`config.mk`:
```
export PLATFORM = sky130hd
export DESIGN_NAME = adc_pwr_seq
export DESIGN_NICKNAME = d
export VERILOG_FILES = /design/src/rtl/adc_pwr_pkg.sv /design/src/rtl/adc_pwr_regs.sv /design/src/rtl/adc_pwr_stat.sv /design/src/rtl/adc_pwr_scan.sv /design/src/rtl/adc_pwr_seq.sv
export SDC_FILE = /design/constraint.sdc
export NUM_CORES = 1
export LEC_CHECK = 0
export BUFFER_PORTS_ARGS = -buffer_cell sky130_fd_sc_hd__buf_2
export CAP_MARGIN = 20
export CORE_ASPECT_RATIO = 0.5
export CORE_MARGIN = 5
export CORE_UTILIZATION = 55
export CTS_CLUSTER_SIZE = 28
export DETAILED_ROUTE_END_ITERATION = 12
export PLACE_DENSITY = 0.83
export SYNTH_ARGS = -nofsm -noshare
export SYNTH_HDL_FRONTEND = slang
export SYNTH_SLANG_ARGS = --single-unit
export TNS_END_PERCENT = 10
```
`constraint.sdc`:
```
create_clock -name clk -period 3.45 [get_ports clk]
set_clock_uncertainty 0.15 [all_clocks]
set_input_delay 0.1725 -clock clk [delete_from_list [all_inputs] [get_ports clk]]
set_output_delay 0.1725 -clock clk [all_outputs]
set_load 0.005 [all_outputs]
```
`src/rtl/adc_pwr_pkg.sv`:
```
package adc_pwr_pkg;
  localparam int REG_W  = 16;
  localparam int DLY_W  = 6;
  localparam int N_UNIT = 3;

  // field positions that the decode logic relies on
  localparam int B_ASB     = 15;
  localparam int B_STAT_LO = 10;
  localparam int B_DLY_LO  = 4;
  localparam int B_APD     = 3;

  // writable bits: auto standby, delay, auto power-down, power-downs
  localparam logic [REG_W-1:0] WR_MASK = 16'h83FF;

  typedef enum logic [1:0] {
    SQ_IDLE = 2'd0,
    SQ_WARM = 2'd1,
    SQ_RUN  = 2'd2
  } sq_state_t;
endpackage

```
`src/rtl/adc_pwr_regs.sv`:
```
module adc_pwr_regs
  import adc_pwr_pkg::*;
#(
  parameter int RST_DLY = 13
) (
  input  logic              clk,
  input  logic              rst,
  input  logic              wr_en,
  input  logic [REG_W-1:0]  wr_data,
  input  logic [N_UNIT-1:0] stat,
  output logic [REG_W-1:0]  ctl_q,
  output logic [REG_W-1:0]  rd_data
);
  localparam logic [REG_W-1:0] PD_ALL  = REG_W'((1 << N_UNIT) - 1);
  localparam logic [REG_W-1:0] RST_VAL = (REG_W'(RST_DLY) << B_DLY_LO) | PD_ALL;

  // only writable bits are ever stored; the rest stay zero
  always_ff @(posedge clk) begin
    if (rst)
      ctl_q <= RST_VAL & WR_MASK;
    else if (wr_en)
      ctl_q <= wr_data & WR_MASK;
  end

  assign rd_data = ctl_q | (REG_W'(stat) << B_STAT_LO);
endmodule

```
`src/rtl/adc_pwr_stat.sv`:
```
module adc_pwr_stat #(
  parameter int DLY_W = 6
) (
  input  logic             clk,
  input  logic             rst,
  input  logic             wr_en,
  input  logic             pd_new,
  input  logic             apd_new,
  input  logic [DLY_W-1:0] dly_new,
  input  logic             pd_q,
  input  logic             apd_q,
  output logic             stat_q
);
  logic [DLY_W-1:0] cnt;

  always_ff @(posedge clk) begin
    if (rst) begin
      stat_q <= 1'b0;
      cnt    <= '0;
    end else if (wr_en && pd_new) begin
      // power-down takes effect at once
      stat_q <= 1'b1;
      cnt    <= '0;
    end else if (wr_en && pd_q) begin
      // power-up: arm the settle countdown
      cnt <= dly_new;
      if (dly_new == '0 && !apd_new)
        stat_q <= 1'b0;
    end else if (stat_q && !pd_q && !apd_q) begin
      if (cnt != '0)
        cnt <= cnt - DLY_W'(1);
      if (cnt <= DLY_W'(1))
        stat_q <= 1'b0;
    end
  end
endmodule

```
`src/rtl/adc_pwr_scan.sv`:
```
module adc_pwr_scan
  import adc_pwr_pkg::*;
#(
  parameter int DLY_W = 6
) (
  input  logic             clk,
  input  logic             rst,
  input  logic             auto_sb,
  input  logic [DLY_W-1:0] dly,
  input  logic             scan_req,
  input  logic             engine_idle,
  output logic             scan_go,
  output logic             clk_stby,
  output logic             cur_stby
);
  sq_state_t        st, nxt;
  logic [DLY_W-1:0] cnt;
  logic             pend;
  logic             go, ld;

  always_comb begin
    nxt = st;
    go  = 1'b0;
    ld  = 1'b0;
    case (st)
      SQ_IDLE: begin
        if (scan_req || pend) begin
          if (auto_sb) begin
            nxt = SQ_WARM;
            ld  = 1'b1;
          end else begin
            nxt = SQ_RUN;
            go  = 1'b1;
          end
        end
      end
      SQ_WARM: begin
        if (cnt == '0) begin
          nxt = SQ_RUN;
          go  = 1'b1;
        end
      end
      SQ_RUN: begin
        if (engine_idle && !scan_go)
          nxt = SQ_IDLE;
      end
      default: nxt = SQ_IDLE;
    endcase
  end

  always_ff @(posedge clk) begin
    if (rst) begin
      st       <= SQ_IDLE;
      cnt      <= '0;
      pend     <= 1'b0;
      scan_go  <= 1'b0;
      clk_stby <= 1'b0;
      cur_stby <= 1'b0;
    end else begin
      st       <= nxt;
      scan_go  <= go;
      clk_stby <= auto_sb && (nxt == SQ_IDLE);
      cur_stby <= auto_sb && (nxt == SQ_IDLE);
      if (ld)
        cnt <= dly;
      else if (st == SQ_WARM && cnt != '0)
        cnt <= cnt - DLY_W'(1);
      if (st == SQ_IDLE && (go || ld))
        pend <= 1'b0;
      else if (scan_req && st != SQ_IDLE)
        pend <= 1'b1;
    end
  end
endmodule

```
`src/rtl/adc_pwr_seq.sv`:
```
module adc_pwr_seq
  import adc_pwr_pkg::*;
#(
  parameter int RST_DLY = 13
) (
  input  logic             clk,
  input  logic             rst,
  input  logic             wr_en,
  input  logic [REG_W-1:0] wr_data,
  output logic [REG_W-1:0] rd_data,
  input  logic             scan_req,
  input  logic             engine_idle,
  output logic             scan_go,
  output logic             clk_sel_stby,
  output logic             cur_standby,
  output logic             pd_ref,
  output logic             pd_conv_b,
  output logic             pd_conv_a
);
  logic [REG_W-1:0]  ctl_q;
  logic [N_UNIT-1:0] stat;

  adc_pwr_regs #(.RST_DLY(RST_DLY)) u_regs (
    .clk     (clk),
    .rst     (rst),
    .wr_en   (wr_en),
    .wr_data (wr_data),
    .stat    (stat),
    .ctl_q   (ctl_q),
    .rd_data (rd_data)
  );

  for (genvar u = 0; u < N_UNIT; u++) begin : g_unit
    adc_pwr_stat #(.DLY_W(DLY_W)) u_stat (
      .clk     (clk),
      .rst     (rst),
      .wr_en   (wr_en),
      .pd_new  (wr_data[u]),
      .apd_new (wr_data[B_APD]),
      .dly_new (wr_data[B_DLY_LO +: DLY_W]),
      .pd_q    (ctl_q[u]),
      .apd_q   (ctl_q[B_APD]),
      .stat_q  (stat[u])
    );
  end

  adc_pwr_scan #(.DLY_W(DLY_W)) u_scan (
    .clk         (clk),
    .rst         (rst),
    .auto_sb     (ctl_q[B_ASB] & ~ctl_q[B_APD]),
    .dly         (ctl_q[B_DLY_LO +: DLY_W]),
    .scan_req    (scan_req),
    .engine_idle (engine_idle),
    .scan_go     (scan_go),
    .clk_stby    (clk_sel_stby),
    .cur_stby    (cur_standby)
  );

  assign pd_conv_a = ctl_q[0];
  assign pd_conv_b = ctl_q[1];
  assign pd_ref    = ctl_q[2];
endmodule

```
==> out/metrics.yaml <==
dieArea_um2: 5970
cts.path.max_buffers: 2
viasPerCell: 5.84
setup.worst_path.end_class: "flop"
initial_core_util_pct: 56.2
drt_wl_total_um: 5630
syn_area_um2: 2450
core.rowCount: 17
outcome: "complete, no violations"
drt_iter0_markers: 78
dpl_worst_slack_ns: 1.61
die_h_um: 57.2
arrival_ns: 1.95
final-hold-violation-count: 0
synth_top_area_share_pct: 35.2
grt_overflow: 0
grt_busiest_layer: "met2"
maxCapViolations: 0
place_hpwl_um: 3930
diodes: 0
syn-mean-instance-area_um2: 8.71
min_period_ns: 1.85
first_pass_iters: 4
ios: 43
htreeDepth: 2
gp_congestion: 0.841
ys_types: 61
post-route-period-util_pct: 53.5
start_kind: "flop"
final_cell_mix: "43 x dfxtp_1, 35 x buf_2, 25 x nor2_1"
cts_tree: "built"
yosysTopAreaCell: "dfxtp_1"
grtUsageMet3_pct: 4.52
synth_edf_count: 0
nets: 335
finalSetupTns_ns: 0
coreArea_um2: 4360
crit_type: "reg2reg"
async_flop_share_pct: 0
cts_buffers: 5
p_leak_nw: 1.04
grt_max_degree: 30
clockRootBuffer: "clkbuf_8"
slew_headroom_pct: 65.7
syn_inst: 281
grt_pass1_vias: 2128
ys_seq_area_share_pct: 35.2
numClockSinks: 43
grtUsageMet1_pct: 21.6
cp_data_required_time_ns: 3.56
rsz0062_at_grt: "no"
synth_area_leaders: "dfxtp_1 35%, a21oi_1 4.3%, nor2_1 3.8%"
whs_ns: 0.0158
grt_pass1_wl_um: 9560
post_cts_buffers: 0
yosysWarnings: 0
setup_ws_ns: 1.60
synth_seq_cells: 43
setup_violations: 0
final_layout_size_suffix_gt1_share_pct: 20.5
drcViolationCount: 0
tightest_slew_ns: 0.515
portBuffers: 35
cp_max_fo: 10
mostFrequentLayoutCell: "dfxtp_1"
vias: 2131
cts.clk_slew.worst_paths_ns: 0.09
slew_viol_final: 0
cts_resized: 0
p_per_area_nw_per_um2: 410
wl_per_cell_um: 15.4
gr-usage-met2_pct: 36.3
antenna_found_initial: 0
ys.flop_type: "dfxtp_1"
clk_latency_ns: 0.31
grt_usage_pct: 19.5
fmax_ghz: 0.541
ant_nets: 0
ir_drop_v: 0.000181
area_delta_synth_final_pct: 9.50
hp-class: "in2reg"
die_w_um: 104
-- area by class of cell --
cell class	count	area, um2
clock buffer	5	68.8
clock inverter	3	15.0
sequential	43	861
tap	57	71.3
inverter	13	48.8
fill	381	1680
multi-input combinational	206	1410
timing repair buffer	38	205
-- flip-flops by register name, indices dropped and copies added, names as in the netlist --
name,cells
g_unit.u_stat.cnt,18
u_scan.clk_stby,1
u_scan.scan_go,1
u_scan.cnt,6
u_scan.pend,1
u_regs.ctl_q,11
u_scan.st,2
g_unit.u_stat.stat_q,3
-- logic make-up after synthesis --
group / Yosys count / synth area share (%)
other cells: 1 / 0.153
mux: 10 / 4.14
compound gates: 73 / 20.5
simple gates: 107 / 26.6
buf+inv: 33 / 7.36
fa+ha+maj: 7 / 3.58
xor+xnor: 7 / 2.50
flops: 43 / 35.2
-- per-stage QoR --
step,cells,instance area (um2),util [%],total power [W]
floorplan,282,2450,-,0.000728
global placement,354,2570,58.9,0.000767
detailed placement,354,2570,58.9,0.000777
CTS,365,2680,61.5,0.00110
global route,365,2680,61.5,0.00115
finish,365,2680,61.5,0.00110
-- power by group --
part	total, W	switching [W]	internal [W]
Combinational	0.000204	0.000113	0.0000912
Sequential	0.000568	0.0000394	0.000528
Clock	0.000328	0.000189	0.000139
Total	0.00110	0.000342	0.000759
-- path summary, 6_finish.rpt --
path         slack [ns]                      end  cells after the start                    start
min                0.02  g_unit[1].u_stat.stat_q                      3               wr_data[1]
max                1.60  g_unit[0].u_stat.cnt[1]                      4          u_regs.ctl_q[3]
max reg2reg        1.60  g_unit[0].u_stat.cnt[1]                      4          u_regs.ctl_q[3]
min reg2reg        0.35  g_unit[2].u_stat.stat_q                      2  g_unit[2].u_stat.stat_q
-- cells in the mapped netlist (7+ instances only) --
cell type / instances
a21oi_1: 21
buf_4: 10
dfxtp_1: 43
ha_1: 7
inv_1: 13
mux2i_1: 9
nand2_1: 13
nand3_1: 10
nor2_1: 25
nor3_1: 7
o21ai_0: 12
xnor2_1: 7
-- worst max-delay path, stage by stage, from the launching register on --
cell	delay, ns
dfxtp_1	0.47
or3b_4	0.46
a21oi_1	0.24
mux2_1	0.35
o21ai_1	0.12
-- per-layer routing --
layer  vias to the layer above  share of wire, %
met2                        43                50
met4                         0               2.1
met3                        13               4.1
li1                       1061                 -
met1                      1014                44
met5                         -                 0
-- repair_timing --
item / 4_1_cts / 5_1_grt
hold endpoints to repair: 3 / 0
hold buffers: 3 / 0
setup endpoints to repair: 0 / 0
Note: power is estimated with default switching activity, not from simulation.
